## src/rtl/sarx_pkg.sv

```systemverilog
package sarx_pkg;

   typedef enum logic [1:0] {
      FMT_I2S   = 2'd0,
      FMT_LEFT  = 2'd1,
      FMT_RIGHT = 2'd2,
      FMT_RSVD  = 2'd3
   } frame_fmt_e;

   // word width selected by the two-bit width code
   function automatic int unsigned word_bits(input logic [1:0] sel);
      case (sel)
         2'd0:    return 24;
         2'd1:    return 20;
         2'd2:    return 18;
         default: return 16;
      endcase
   endfunction

endpackage

```

## src/rtl/sarx_sync.sv

```systemverilog
module sarx_sync #(
   parameter int STAGES = 2,
   parameter int N      = 3
) (
   input  logic         clk,
   input  logic         rst_n,
   input  logic [N-1:0] d,
   output logic [N-1:0] q
);

   if (STAGES < 2) begin : g_bad_stages
      $error("sarx_sync: STAGES must be at least 2");
   end

   logic [STAGES-1:0][N-1:0] pipe;

   always_ff @(posedge clk or negedge rst_n) begin
      if (!rst_n) pipe <= '0;
      else        pipe <= {pipe[STAGES-2:0], d};
   end

   assign q = pipe[STAGES-1];

endmodule

```

## src/rtl/sarx_deframe.sv

```systemverilog
module sarx_deframe
   import sarx_pkg::*;
#(
   parameter int SAMPLE_W = 24,
   parameter int CNT_W    = 6
) (
   input  logic                clk,
   input  logic                rst_n,
   input  logic                bclk,
   input  logic                ws,
   input  logic                sd,
   input  logic [1:0]          fmt,
   input  logic                lsb_first,
   input  logic [1:0]          wsel,
   output logic                emit,
   output logic                emit_left,
   output logic [SAMPLE_W-1:0] word
);

   localparam logic [CNT_W-1:0] CNT_MAX = '1;

   if (CNT_MAX <= SAMPLE_W) begin : g_bad_cnt
      $error("sarx_deframe: CNT_W too small for SAMPLE_W");
   end

   logic bclk_q, primed, synced, ws_q, chan_left;
   logic rise, ws_edge, is_i2s, is_rj, take, emit_c, left_c;
   logic [CNT_W-1:0]    cnt, wlen;
   logic [SAMPLE_W-1:0] win, win_nx, word_c;

   assign wlen = CNT_W'(word_bits(wsel));

   always_comb begin
      rise    = bclk & ~bclk_q;
      ws_edge = rise && primed && (ws != ws_q);
      is_i2s  = (fmt == FMT_I2S);
      is_rj   = (fmt == FMT_RIGHT);
      win_nx  = lsb_first ? {sd, win[SAMPLE_W-1:1]} : {win[SAMPLE_W-2:0], sd};
      take    = 1'b0;
      emit_c  = 1'b0;
      left_c  = chan_left;
      word_c  = win_nx;
      if (rise) begin
         if (is_rj) begin
            // sliding window: a word ends where the word clock flips
            take = 1'b1;
            if (ws_edge && synced && (cnt >= wlen)) begin
               emit_c = 1'b1;
               left_c = ws_q;
               word_c = win;
            end
         end else if (ws_edge) begin
            take = !is_i2s;
         end else if (synced && (cnt < wlen)) begin
            take   = 1'b1;
            emit_c = (cnt == wlen - 1'b1);
         end
      end
   end

   always_ff @(posedge clk or negedge rst_n) begin
      if (!rst_n) begin
         bclk_q    <= 1'b0;
         primed    <= 1'b0;
         synced    <= 1'b0;
         ws_q      <= 1'b0;
         chan_left <= 1'b0;
         cnt       <= CNT_MAX;
         win       <= '0;
         emit      <= 1'b0;
         emit_left <= 1'b0;
         word      <= '0;
      end else begin
         bclk_q <= bclk;
         emit   <= emit_c;
         if (emit_c) begin
            emit_left <= left_c;
            word      <= word_c;
         end
         if (rise) begin
            primed <= 1'b1;
            ws_q   <= ws;
            if (take) win <= win_nx;
            if (ws_edge) begin
               synced    <= 1'b1;
               cnt       <= is_i2s ? '0 : CNT_W'(1);
               chan_left <= is_i2s ? ~ws : ws;
            end else if (cnt != CNT_MAX) begin
               cnt <= cnt + 1'b1;
            end
         end
      end
   end

   AST_CNT_HOLD: assert property (@(posedge clk) disable iff (!rst_n)
      !rise |=> $stable(cnt)) else $error("cnt moved without bit-clock edge");
   AST_WIN_HOLD: assert property (@(posedge clk) disable iff (!rst_n)
      !rise |=> $stable(win)) else $error("window moved without bit-clock edge");

endmodule

```

## src/rtl/sarx_align.sv

```systemverilog
module sarx_align
   import sarx_pkg::*;
#(
   parameter int SAMPLE_W = 24
) (
   input  logic [SAMPLE_W-1:0] word,
   input  logic [1:0]          wsel,
   input  logic                lsb_first,
   output logic [SAMPLE_W-1:0] aligned
);

   int unsigned sh;
   logic [SAMPLE_W-1:0] keep_low, keep_high;

   always_comb begin
      sh        = SAMPLE_W - word_bits(wsel);
      keep_low  = {SAMPLE_W{1'b1}} >> sh;
      keep_high = {SAMPLE_W{1'b1}} << sh;
      // MSB-first words sit at the bottom of the window, LSB-first at the top
      if (lsb_first) aligned = word & keep_high;
      else           aligned = (word & keep_low) << sh;
   end

endmodule

```

## src/rtl/serial_audio_rx.sv

```systemverilog
module serial_audio_rx
   import sarx_pkg::*;
#(
   parameter int SAMPLE_W    = 24,
   parameter int SYNC_STAGES = 2
) (
   input  logic                clk,
   input  logic                rst_n,
   input  logic                word_clk,
   input  logic                bit_clk,
   input  logic                ser_data,
   input  logic [1:0]          fmt_sel,
   input  logic                lsb_first,
   input  logic [1:0]          width_sel,
   output logic [SAMPLE_W-1:0] left_sample,
   output logic                left_valid,
   output logic [SAMPLE_W-1:0] right_sample,
   output logic                right_valid
);

   localparam int CNT_W = $clog2(SAMPLE_W + 2) + 1;

   if (SAMPLE_W < 24) begin : g_bad_width
      $error("serial_audio_rx: SAMPLE_W must hold a 24-bit word");
   end

   logic [2:0]          sync_q;
   logic                df_emit, df_left;
   logic [SAMPLE_W-1:0] df_word, aligned;

   sarx_sync #(.STAGES(SYNC_STAGES), .N(3)) u_sync (
      .clk   (clk),
      .rst_n (rst_n),
      .d     ({word_clk, bit_clk, ser_data}),
      .q     (sync_q)
   );

   sarx_deframe #(.SAMPLE_W(SAMPLE_W), .CNT_W(CNT_W)) u_deframe (
      .clk       (clk),
      .rst_n     (rst_n),
      .bclk      (sync_q[1]),
      .ws        (sync_q[2]),
      .sd        (sync_q[0]),
      .fmt       (fmt_sel),
      .lsb_first (lsb_first),
      .wsel      (width_sel),
      .emit      (df_emit),
      .emit_left (df_left),
      .word      (df_word)
   );

   sarx_align #(.SAMPLE_W(SAMPLE_W)) u_align (
      .word      (df_word),
      .wsel      (width_sel),
      .lsb_first (lsb_first),
      .aligned   (aligned)
   );

   for (genvar ch = 0; ch < 2; ch++) begin : g_ch
      localparam logic IS_LEFT = (ch == 0);
      logic [SAMPLE_W-1:0] d_r;
      logic                v_r;
      always_ff @(posedge clk or negedge rst_n) begin
         if (!rst_n) begin
            d_r <= '0;
            v_r <= 1'b0;
         end else begin
            v_r <= df_emit && (df_left == IS_LEFT);
            if (df_emit && (df_left == IS_LEFT)) d_r <= aligned;
         end
      end
   end

   assign left_sample  = g_ch[0].d_r;
   assign left_valid   = g_ch[0].v_r;
   assign right_sample = g_ch[1].d_r;
   assign right_valid  = g_ch[1].v_r;

   logic [SAMPLE_W-1:0] pad_mask;
   assign pad_mask = {SAMPLE_W{1'b1}} >> word_bits(width_sel);

   AST_ONE_STROBE: assert property (@(posedge clk) disable iff (!rst_n)
      !(left_valid && right_valid)) else $error("both strobes high");
   AST_LEFT_PULSE: assert property (@(posedge clk) disable iff (!rst_n)
      left_valid |=> !left_valid) else $error("left strobe longer than one cycle");
   AST_RIGHT_PULSE: assert property (@(posedge clk) disable iff (!rst_n)
      right_valid |=> !right_valid) else $error("right strobe longer than one cycle");
   AST_LEFT_PAD: assert property (@(posedge clk) disable iff (!rst_n)
      left_valid |-> ((left_sample & pad_mask) == '0)) else $error("left padding not zero");
   AST_RIGHT_PAD: assert property (@(posedge clk) disable iff (!rst_n)
      right_valid |-> ((right_sample & pad_mask) == '0)) else $error("right padding not zero");

endmodule

```

## config.mk

```make
export PLATFORM = sky130hd
export DESIGN_NAME = serial_audio_rx
export DESIGN_NICKNAME = d
export VERILOG_FILES = /design/src/rtl/sarx_pkg.sv /design/src/rtl/sarx_sync.sv /design/src/rtl/sarx_deframe.sv /design/src/rtl/sarx_align.sv /design/src/rtl/serial_audio_rx.sv
export SDC_FILE = /design/constraint.sdc
export NUM_CORES = 1
export LEC_CHECK = 0
export ABC_AREA = 1
export BUFFER_PORTS_ARGS = -buffer_cell sky130_fd_sc_hd__buf_2
export CAP_MARGIN = 10
export CORE_MARGIN = 8
export CORE_UTILIZATION = 64
export DETAILED_ROUTE_END_ITERATION = 16
export GPL_ROUTABILITY_DRIVEN = 0
export PLACE_DENSITY = 0.85
export SLEW_MARGIN = 20
export SYNTH_ARGS = -nofsm -noshare
export SYNTH_HDL_FRONTEND = slang
export SYNTH_SLANG_ARGS = --single-unit
```

## constraint.sdc

```tcl
create_clock -name clk -period 3.3 [get_ports clk]
set_input_delay 0.33 -clock clk [delete_from_list [all_inputs] [get_ports clk]]
set_output_delay 0.33 -clock clk [all_outputs]
set_load 0.03 [all_outputs]
```

-- Word level (Yosys, flattened, before mapping)
Cells that the tools add are included.
- flip-flop bits (word level): 117
- input port bits: 10
- logic and storage cells: 72
- $add $sub $neg: 3
- order comparisons: 2
- equal/unequal tests: 6
- shift operators: 3
- mux-type cells: 22
- bitwise operators: 6
- reductions and logical operators: 14
- operator list (cell ; number):
    24-bit two-way mux ; 5
    24-bit AND ; 2
    24-bit by 32-bit left shift with 24-bit output ; 1
    24-bit by 32-bit left shift with 24-bit output, first input constant ; 1
    24-bit by 32-bit right shift with 24-bit output, first input constant ; 1
    1-bit two-way mux ; 14
    6-bit two-way mux ; 2
    4-bit case mux with 3 select lines ; 1
    1-bit logical AND ; 7
    6-bit by 1-bit adder with 6-bit output, second input constant ; 1
    6-bit equality test ; 1
    6-bit by 5-bit >= comparator with 1-bit output ; 1
    6-bit by 5-bit less-than comparator with 1-bit output ; 1
    6-bit inequality test, second input constant ; 1
    2-bit AND reduction ; 3
    5-bit by 1-bit subtractor with 6-bit output, second input constant ; 1
    5-bit by 5-bit subtractor with 6-bit output, first input constant ; 1
    2-bit equality test, second input constant ; 2
    2-bit logical NOT ; 2
    1-bit NOT ; 3
    2-bit by 1-bit equality test with 1-bit output, second input constant ; 1
    2-bit nonzero test ; 1
    1-bit AND ; 1
    1-bit logical NOT ; 1
    1-bit inequality test ; 1

-- Depth between registers and ports, before layout
Gate-level depths: netlist of run 1.
- word-level depth: 9
- mapped depth: 15
- depth with buffers taken out: 14

-- Modules after synthesis
A second synthesis of run 1 with hierarchy kept.
- cells, all modules: 877
- area, all modules: 6890.4 sq um
- by module, submodules not included (module ; instances ; cells an instance ; area each (sq um) ; seq. area each (sq um)):
    sarx_deframe ; 1 ; 429 ; 3616.0 ; 1534.0
    serial_audio_rx ; 1 ; 213 ; 1944.4 ; 1251.2
    sarx_align ; 1 ; 226 ; 1157.4 ; 0.0
    sarx_sync ; 1 ; 9 ; 172.7 ; 150.1

-- Least setup slack after synthesis of run 1
Ideal clock, no wire load.
- kind: in2reg
- start: in width_sel[0]
- end: reg u_deframe.win[10]
- setup time: 0.117 ns
- arrival time: 1.801 ns
- data required time: 3.183 ns
- path slack: 1.382 ns
- stages: 14
- path buffers: 1
- path through: inv_1 ha_1 inv_1 ha_1 nand3_1 nor2b_4 nand2_4 nor2_8 inv_2 nand2_4 nand2_4 buf_6 nand2_1 nand2_1
- word-level cells in the longest chain between the ends: 9
- ends and longest elaborated chain (item ; line ; RTL):
    start: declaration ; serial_audio_rx.sv:14 ; input logic [1:0] width_sel,
    2-bit equality test (tied with other cells) ; sarx_pkg.sv:12 ; case (sel)
    4-bit case mux with 3 select lines (*) ; sarx_pkg.sv:12 ;
    6-bit by 5-bit less-than comparator with 1-bit output (*) ; sarx_deframe.sv:54 ; end else if (synced && (cnt < wlen)) begin
    1-bit logical AND (*) ; sarx_deframe.sv:54 ;
    1-bit two-way mux (*) ; sarx_deframe.sv:54 ;
    1-bit two-way mux (*) ; sarx_deframe.sv:52 ; end else if (ws_edge) begin
    1-bit two-way mux (*) ; sarx_deframe.sv:44 ; if (is_rj) begin
    1-bit two-way mux (*) ; sarx_deframe.sv:43 ; if (rise) begin
    2-bit AND reduction (no line) (*) ; - ;
    end signal: assignment ; sarx_deframe.sv:83 ; if (take) win <= win_nx;
    end: declaration ; sarx_deframe.sv:29 ; logic [SAMPLE_W-1:0] win, win_nx, word_c;
Mark *: on every way between the ends. The rest lies on a longest branch, timed or not.
A chain may end at the register's enable or synchronous reset.

-- Worst setup path after layout of run 1
- start: reg u_deframe.cnt[3]
- end: reg u_deframe.win[6]
- word-level cells in the longest chain between the ends: 7
- ends and longest elaborated chain (item ; line ; RTL):
    start: declaration ; sarx_deframe.sv:28 ; logic [CNT_W-1:0] cnt, wlen;
    start signal: assignment ; sarx_deframe.sv:86 ; cnt <= is_i2s ? '0 : CNT_W'(1);
    start signal: assignment ; sarx_deframe.sv:89 ; cnt <= cnt + 1'b1;
    6-bit by 5-bit less-than comparator with 1-bit output ; sarx_deframe.sv:54 ;
    1-bit logical AND ; sarx_deframe.sv:54 ;
    1-bit two-way mux ; sarx_deframe.sv:54 ;
    1-bit two-way mux ; sarx_deframe.sv:52 ;
    1-bit two-way mux ; sarx_deframe.sv:44 ;
    1-bit two-way mux ; sarx_deframe.sv:43 ;
    2-bit AND reduction (no line) ; - ;
Every way passes these cells.

==> reports/results.tsv, run 1 <==
metric	value	unit
status	finished, final reports clean	
setup_viol	0	
finalWorstSetupSlack	974	ps
diodes	0	
crit_buf_inv	2	
drc	0	
yosysMostFrequentCell	nand2_1	
multi_input_area	3030	um^2
syn_to_final_growth	14.3	%
slew_viol_final	0	
cts_sinks	117	
synthTopCellsByArea	dfrtp_1, nand2_1, nand3_1	
vdd_drop_max	386	uV
port_buffers	59	
fmax	0.430	GHz
leakage	3.65	nW
async_flop_share	100	%
drt-pass1-iter-count	5	
design.core.area	9730	um^2
ant_nets	0	
routedWlPerCell	15.6	um
p_clk_share	43.5	%
yosys.area.top_type	dfrtp_1	
drive_gt1_share	15.0	%
cts-resized-gates	0	
synth_common_cells	nand2_1, nand3_1, dfrtp_1, inv_1, o21ai_0	
fin_worst_skew	6.89	ps
synth_cells	859	
period_minus_slack	2330	ps
ys_seq_area_share	45.8	%
antenna_found_initial	0	
critPathTopFamily	simple AND/OR/NAND/NOR gates	
synth-edff-count	0	
syn_avg_cell_area	7.46	um^2
gr-usage-all-layers	25.7	%
grt_pass1_vias	5799	
p_sw_share	30.8	%
fin_nets	922	
critPathKind	flip-flop to flip-flop	
slowest_delay	570	ps
fin_crit_sh	70.5	%
syn_area	6410	um^2
synth_nets	879	
grt_pass1_wl	27500	um
htree_levels	4	
crit_chain	ha_1 > nand2_1 > inv_1 > nand3b_2 > nand2_4 > nor2_8 > inv_2 > nand2_4 > nand2_4 > nand2_1 > nand2_1	
hold_viol	0	
crit_slowest_cell	dfstp_2	
grt_max_degree	75	
holdCritPathClass	input port to flip-flop	
power_density	584	nW/um^2
utilization	75.3	%
ff_latch_area	2940	um^2
clkLatencyLatePin	530	ps
cts-root-buf	clkbuf_8	
clk_pin_slew	60	ps
switching_power	1.32	mW
end_kind	flip-flop	
cts_tree	built	
setup_tns	0	ps
p_comb_share	17.0	%
drt_iter0_drc	682	
cts_buffers	17	
pre_cts_ws	681	ps
rsz0062_at_grt	no	
die_h	116	um
viasPerCell	5.88	
crit_required	3720	ps
synth_seq_cells	117	
worstMarginPinSlew	902	ps
worstSetupStartpointType	flip-flop	
holdWs	195	ps
synth.distinct_cells	36	
p_total	4.27	mW
cts_buffer_depth	2	
relSlewSlack	39.9	%
arrival	2740	ps
ios	60	
vias	6160	
die_area	13500	um^2
synth_top_area_share	43.3	%
nFillCells	733	
cap_violations	0	
die-width	116	um
crit_fanout	27	
dp_hpwl	11100	um
wl	16300	um
grt.overflow.total	0	
seq_power_share	39.6	%
rows	36	
internal-power	2.96	mW
ys_dominant_reg_cell	dfrtp_1	
start_util	65.9	%
ys_warn_count	0	
[metrics by stage]
step,cells,cell area [um^2]
after floorplan,859,6410
after global placement,1012,6680
after detailed placement,1012,6680
after CTS,1048,7320
after global routing,1048,7320
final,1048,7320
[worst paths after layout]
kind                             startpoint             endpoint  slack (ps)  depth (start not counted)
max                        u_deframe.cnt[3]     u_deframe.win[6]         970                         11
min                              fmt_sel[0]  u_deframe.chan_left         200                          4
max reg2reg                u_deframe.cnt[3]     u_deframe.win[6]         970                         11
min reg2reg                  u_sync.pipe[1]          u_sync.q[1]         360                          0
max in group asynchronous             rst_n     u_deframe.cnt[1]        1990                          3
min in group asynchronous             rst_n     right_sample[12]         460                          2
[flip-flops by register name, indices dropped and copies added, names as in the netlist]
register / flops
left_sample: 24
right_sample: 24
u_deframe.win: 24
u_deframe.word: 24
u_deframe.cnt: 6
u_sync.pipe: 3
u_sync.q: 3
left_valid: 1
right_valid: 1
u_deframe.bclk_q: 1
u_deframe.chan_left: 1
u_deframe.emit: 1
u_deframe.emit_left: 1
u_deframe.primed: 1
u_deframe.synced: 1
u_deframe.ws_q: 1
[worst register-to-register path: cells and delay by family, from the launching register on]
kind          cells  cell delay [ps]
simple gates      8             1230
flops             1              570
fa+ha+maj         1              250
buf+inv           2              150
[logic make-up (layout without fill, tap and decap cells)]
kind of cell	count (synthesis)	count (layout)	synth area share [%]
buffers and inverters	89	145	6.89
flip-flops	117	117	45.8
AO/OA/AOI/OAI	47	47	4.14
XOR/XNOR	2	2	0.273
AND/OR/NAND/NOR	594	594	40.9
adder cells (fa/ha/maj)	10	10	1.95
[metal layers]
layer | track usage (%) | routed length [um] | vias to the layer above
met5 | 0 | 0 | -
li1 | - | - | 2905
met4 | 11.9 | 485 | 0
met1 | 32.2 | 6540 | 2834
met2 | 41.7 | 7660 | 367
met3 | 5.52 | 1630 | 54
[cell type report]
class                           instances  area share [%]
Clock buffer                           18            5.84
Clock inverter                         14            2.41
Inverter                               39            2.07
Multi-Input combinational cell        653            41.4
Sequential cell                       117            40.1
Tap cell                              133            2.27
Timing Repair Buffer                   74            5.91
[power by group through the flow]
| stage | logic (mW) | clock network [mW] | registers [mW] |
|---|---|---|---|
| 5_1_grt | 0.798 | 1.93 | 1.70 |
| 3_5_place_dp | 0.710 | 0 | 1.71 |
| 3_3_place_gp | 0.688 | 0 | 1.70 |
| 6_report | 0.725 | 1.86 | 1.69 |
| 4_1_cts | 0.723 | 1.87 | 1.69 |
| 2_1_floorplan | 0.394 | 0 | 1.81 |
[timing repair]
| action | 4_1_cts | 5_1_grt |
|---|---|---|
| hold buffers | 4 | 0 |
| endpoints found under the hold margin | 76 | 0 |
| buffers inserted | 0 | 0 |
[cell usage in the layout (no fill, tap or decap), types with 5 or more instances in the layout]
cell and n:
a31oi_1 6, nor2_1 15, nand2_1 345, clkbuf_16 16, o21ai_0 22, dfstp_2 6, buf_4 11, dfrtp_1 111
o211ai_1 7, nand2_4 5, ha_1 10, inv_2 9, nand4_1 6, buf_2 58, nand3_1 203, nor3_1 5
inv_1 28, o21ai_1 6
No activity file was read; power rests on OpenSTA's default activity.
==> inputs of run 2 (changes only) <==
- ABC_AREA: 1 -> 0
- CORE_UTILIZATION: 64 -> 59
- PLACE_DENSITY: 0.85 -> 0.8
- clock period: 3.3 -> 2.2 ns (I/O delays scaled with it)
==> run 2 against run 1 <==
Against the previous run: clock skew is 0.59 ps higher; synthesized area shrank 9.1%; highest routed layer unchanged; worst hold slack worse by 120 ps; core utilization decreased by 1.4 points; sequential power is 92% higher; critical endpoint is now u_deframe.word[6].
==> reports/results.tsv, run 2 <==
metric	value	unit	change
status	finished, final reports clean		unchanged
vias	4703		was 6160
rsz0062_at_grt	yes		was no
synth_nets	563		was 879
drive_gt1_share	32.3	%	was 15.0%
start_util	60.1	%	was 65.9%
power_density	1210	nW/um^2	was 584 nW/um^2
fin_crit_sh	98.3	%	was 70.5%
relSlewSlack	60.4	%	was 39.9%
yosysMostFrequentCell	dfrtp_1		was nand2_1
synth_top_area_share	47.7	%	was 43.3%
grt_pass1_vias	4563		was 5799
async_flop_share	100	%	unchanged
seq_power_share	37.6	%	was 39.6%
critPathTopFamily	compound AO/OA/AOI/OAI gates		was simple AND/OR/NAND/NOR gates
syn_area	5820	um^2	was 6410 um^2
diodes	0		unchanged
crit_chain	ha_4 > a21oi_4 > o221ai_4 > o2111a_2 > buf_12 > and2_1 > a221o_1		was ha_1 > nand2_1 > inv_1 > nand3b_2 > nand2_4 > nor2_8 > inv_2 > nand2_4 > nand2_4 > nand2_1 > nand2_1
cts_sinks	117		unchanged
slowest_delay	560	ps	was 570 ps
worstSetupStartpointType	flip-flop		unchanged
routedWlPerCell	18.7	um	was 15.6 um
vdd_drop_max	622	uV	was 386 uV
cap_violations	0		unchanged
p_sw_share	37.5	%	was 30.8%
drt-pass1-iter-count	8		was 5
slew_viol_final	0		unchanged
wl	14500	um	was 16300 um
holdWs	71.7	ps	was 195 ps
end_kind	flip-flop		unchanged
setup_tns	0	ps	unchanged
cts-root-buf	clkbuf_8		unchanged
instances_no_fill	774		was 1048
clk_pin_slew	60	ps	about the same
arrival	2560	ps	was 2740 ps
period_minus_slack	2160	ps	was 2330 ps
ant_nets	0		unchanged
setup_viol	0		unchanged
cts_buffers	17		unchanged
p_clk_share	28.2	%	was 43.5%
ys_seq_area_share	50.4	%	was 45.8%
layout_common_cells	dfrtp_1, buf_2, mux2_2		was nand2_1, nand3_1, dfrtp_1
switching_power	3.24	mW	was 1.32 mW
fin_nets	648		was 922
layout_commonest_cell	dfrtp_1		was nand2_1
p_total	8.63	mW	was 4.27 mW
synth-edff-count	0		unchanged
dp_cells	737		was 1012
cts_buffer_depth	2		unchanged
viasPerCell	6.08		was 5.88
synth.distinct_cells	51		was 36
synth_common_cells	dfrtp_1, mux2_2, nand2_1, o21ai_0, nor2_1		was nand2_1, nand3_1, dfrtp_1, inv_1, o21ai_0
rows	36		unchanged
clkLatencyLatePin	510	ps	was 530 ps
antenna_found_initial	0		unchanged
fmax	0.462	GHz	was 0.430 GHz
syn_to_final_growth	22.9	%	was 14.3%
hold_viol	0		unchanged
port_buffers	59		unchanged
die_area	13300	um^2	was 13500 um^2
die-width	115	um	was 116 um
synth_seq_cells	117		unchanged
fin_worst_skew	7.48	ps	was 6.89 ps
internal-power	5.39	mW	was 2.96 mW
design.core.area	9680	um^2	was 9730 um^2
synthTopCellsByArea	dfrtp_1, mux2_2, a221o_1		was dfrtp_1, nand2_1, nand3_1
cts_tree	built		unchanged
grt.overflow.total	0		unchanged
drc	0		unchanged
drt_iter0_drc	518		was 682
gr-usage-all-layers	22.7	%	was 25.7%
crit_slowest_cell	dfstp_2		unchanged
synth_cells	543		was 859
ys_dominant_reg_cell	dfrtp_1		unchanged
worstMarginPinSlew	595	ps	was 902 ps
yosys.area.top_type	dfrtp_1		unchanged
crit_fanout	27		unchanged
p_comb_share	34.2	%	was 17.0%
grt_max_degree	47		was 75
crit_buf_inv	1		was 2
dp_hpwl	10100	um	was 11100 um
critPathKind	flip-flop to flip-flop		unchanged
leakage	3.29	nW	was 3.65 nW
die_h	115	um	was 116 um
holdCritPathClass	input port to flip-flop		unchanged
syn_avg_cell_area	10.7	um^2	was 7.46 um^2
ios	60		unchanged
ys_warn_count	0		unchanged
grt_pass1_wl	23700	um	was 27500 um
htree_levels	4		unchanged
crit_required	2590	ps	was 3720 ps
-- run 2: final cells by class --
class,instances,area (um^2)
Inverter,16,60.1
Clock inverter,10,82.6
Clock buffer,22,443
Tap cell,133,166
Fill cell,632,2530
Sequential cell,117,2940
Timing Repair Buffer,106,738
Multi-Input combinational cell,370,2730
-- run 2: what timing repair did --
item	4_1_cts	5_1_grt
resized for setup	0	9
hold buffers	4	0
buffers inserted	0	1
endpoints found under the hold margin	41	0
endpoints found under the setup margin	0	24
-- run 2: metrics by stage --
step,worst slack [ps],cell area (um^2),utilization (%)
detailed placement,-98.1,6560,67.7
global placement,-26.9,6560,67.7
CTS,13.8,7130,73.6
floorplan,3.51,5900,-
finish,36.3,7160,73.9
global route,-20.0,7160,73.9
-- run 2: cell families after synthesis --
kind of cell | Yosys count | synth area share (%)
adders and majority gates | 10 | 2.15
and+or+nand+nor | 131 | 11.0
DFF | 117 | 50.4
xor gates and xnor gates | 7 | 1.05
AOI/OAI and AO/OA | 151 | 18.0
buffers and inverters | 57 | 4.34
muxes | 70 | 13.1
-- run 2: path summary, 6_finish.rpt --
check | start | end | slack, ps | cells past startpoint
max reg2reg | u_deframe.cnt[3] | u_deframe.word[6] | 40 | 7
max | u_deframe.cnt[3] | u_deframe.word[6] | 40 | 7
max in group asynchronous | rst_n | u_deframe.win[15] | 1170 | 3
min | fmt_sel[1] | u_deframe.cnt[0] | 70 | 3
min reg2reg | u_sync.pipe[2] | u_sync.q[2] | 350 | 0
min in group asynchronous | rst_n | right_sample[0] | 270 | 2
-- run 2: worst min-delay path: stages --
cell and delay (ps):
buf_2 80, nor2_1 70, a21oi_1 170
-- run 2: routing by layer --
metal	global-route usage, %	vias to the layer above	wire (um)
met4	9.02	0	261
met5	0	-	0
li1	-	2159	-
met3	5.09	21	1030
met1	29.8	2309	6120
met2	35.7	214	7050
-- run 2: power by group through the flow --
stage	clock, mW	sequential [mW]	combinational [mW]
final	2.43	3.24	2.95
after global routing	2.57	3.33	3.17
after CTS	2.46	3.23	2.95
after detailed placement	0	3.26	2.90
after global placement	0	3.21	2.81
after floorplan	0	3.93	1.24
==> inputs of run 3 (changes only) <==
- SETUP_SLACK_MARGIN: not set -> 0.1
==> run 3 against run 2 <==
Against the previous run: final cell count up 0.90%; total power up 6.3%; clock skew about the same; maximum frequency up 2.1%; via count up 3.0%; design area up 3.2%; sequential power about the same; register-to-register slack better by 50 ps; critical path depth unchanged; sequential share of layout area down 1.3 points; worst hold slack worse by 47 ps; largest power group unchanged.
==> reports/results.tsv, run 3 (synthesized netlist as in run 2, its figures left out) <==
metric	value	unit	change
layout_common_cells	dfrtp_1, buf_2, buf_4		was dfrtp_1, buf_2, mux2_2
cts_tree	built		unchanged
rows	36		unchanged
switching_power	3.31	mW	was 3.24 mW
status	finished, final reports clean		unchanged
min_from	fmt_sel[1]		unchanged
setup_viol	0		unchanged
die_h	115	um	unchanged
ant_nets	0		unchanged
vdd_drop_max	668	uV	was 622 uV
cts_sinks	117		unchanged
routedWlPerCell	19.2	um	was 18.7 um
p_total	9.17	mW	was 8.63 mW
grt.overflow.total	0		unchanged
dr.max_layer_used	met4		unchanged
dr_wl_met3	1010	um	was 1030 um
seq_power_share	35.5	%	was 37.6%
crit_required	2600	ps	was 2590 ps
grt_pass1_vias	4589		was 4563
design_area	7390	um^2	was 7160 um^2
vias	4845		was 4703
rsz0062_at_grt	yes		unchanged
internal-power	5.87	mW	was 5.39 mW
wl	15000	um	was 14500 um
cts_buffers	17		unchanged
pre_cts_ws	-105	ps	was -98.1 ps
finalWorstSetupSlack	81.8	ps	was 36.3 ps
grt_pass1_wl	23800	um	was 23700 um
wl_met1	6280	um	was 6120 um
critPathKind	flip-flop to flip-flop		unchanged
relSlewSlack	61.6	%	was 60.4%
p_clk_share	30.9	%	was 28.2%
die-width	115	um	unchanged
cts-root-buf	clkbuf_8		unchanged
drive_gt1_share	32.7	%	was 32.3%
setup_tns	0	ps	unchanged
clkLatencyLatePin	530	ps	was 510 ps
fmax	0.472	GHz	was 0.462 GHz
power_density	1240	nW/um^2	was 1210 nW/um^2
worstSetupStartpointType	flip-flop		unchanged
worstMarginPinSlew	576	ps	was 595 ps
period_minus_slack	2120	ps	was 2160 ps
die_area	13300	um^2	unchanged
drt-pass1-iter-count	7		was 8
port_buffers	59		unchanged
placed_area	6660	um^2	was 6560 um^2
arrival	2520	ps	was 2560 ps
startpoint	u_deframe.cnt[3]		unchanged
hold_viol	0		unchanged
fin_nets	655		was 648
diodes	0		unchanged
cts_buffer_depth	2		unchanged
viasPerCell	6.20		was 6.08
crit_fanout	27		unchanged
design.core.area	9680	um^2	unchanged
cap_violations	0		unchanged
grt_max_degree	44		was 47
slew_viol_final	0		unchanged
fin_worst_skew	7.82	ps	was 7.48 ps
rr_startpoint	u_deframe.cnt[3]		unchanged
antenna_found_initial	0		unchanged
gr-usage-all-layers	22.8	%	was 22.7%
dr_wl_met2	7290	um	was 7050 um
start_util	60.1	%	unchanged
dp_hpwl	9970	um	was 10100 um
clk_pin_slew	60	ps	about the same
leakage	3.42	nW	was 3.29 nW
ios	60		unchanged
syn_to_final_growth	26.9	%	was 22.9%
utilization	76.3	%	was 73.9%
htree_levels	4		unchanged
holdCritPathClass	input port to flip-flop		unchanged
fin_crit_sh	96.3	%	was 98.3%
p_sw_share	36.0	%	was 37.5%
layout_commonest_cell	dfrtp_1		unchanged
drc	0		unchanged
drt_iter0_drc	449		was 518
p_comb_share	33.6	%	was 34.2%
end_kind	flip-flop		unchanged
[run 3: cell types whose count changed in the layout (fill, tap and decap cells not counted), moves of 2 or more]
cell / change
and2_1: +2
and2_4: -2
buf_4: +6
bufinv_16: +3
clkinv_2: -3
inv_2: -3
mux2_2: -9
mux2_4: +9
[run 3: power groups by stage]
stage / combinational, mW / sequential (mW) / clock (mW)
floorplan: 1.29 / 3.94 / 0
global placement: 2.88 / 3.22 / 0
detailed placement: 2.96 / 3.26 / 0
CTS: 3.03 / 3.25 / 2.85
global route: 3.30 / 3.33 / 2.97
finish: 3.08 / 3.26 / 2.83
[run 3: path summary, 6_finish.rpt]
| path | end | slack, ps | cells after the start |
|---|---|---|---|
| max | u_deframe.word[7] | 80 | 7 |
| min | u_deframe.cnt[0] | 20 | 3 |
| max reg2reg | u_deframe.word[7] | 80 | 7 |
| min reg2reg | u_sync.q[1] | 350 | 0 |
| max in group asynchronous | u_deframe.word[0] | 1220 | 3 |
| min in group asynchronous | right_sample[1] | 230 | 2 |
[run 3: layout make-up]
| class | instances | area [um^2] |
|---|---|---|
| Sequential cell | 117 | 2940 |
| Multi-Input combinational cell | 369 | 2770 |
| Fill cell | 600 | 2300 |
| Timing Repair Buffer | 114 | 825 |
| Clock buffer | 23 | 457 |
| Tap cell | 133 | 166 |
| Clock inverter | 9 | 150 |
| Inverter | 16 | 86.3 |
[run 3: critical path: stages (launching register included)]
cell and delay (ps):
dfstp_2 560, ha_4 220, a21oi_4 150, o221ai_4 150, o2111a_2 310, buf_12 160, and2_1 170, a221o_1 270
[run 3: stage by stage]
step                      hold WS (ps)  instances
after floorplan                  -75.6        543
after global placement             242        739
after detailed placement           256        739
after CTS                         13.7        775
after global routing              54.7        781
final                             24.6        781
[run 3: metal layers]
layer  GRT usage (%)  vias up
met5               0        -
met4            11.7        0
met3            4.57       35
met2            35.5      222
met1            29.5     2421
li1                -     2167
[run 3: timing repair]
item                                    in CTS  in global routing
gates cloned                                 0                  2
hold buffers                                 4                  0
hold endpoints to repair                    37                  0
resized for setup                            1                  2
setup buffers                                0                  4
pin swaps                                    1                  0
endpoints found under the setup margin      16                 39
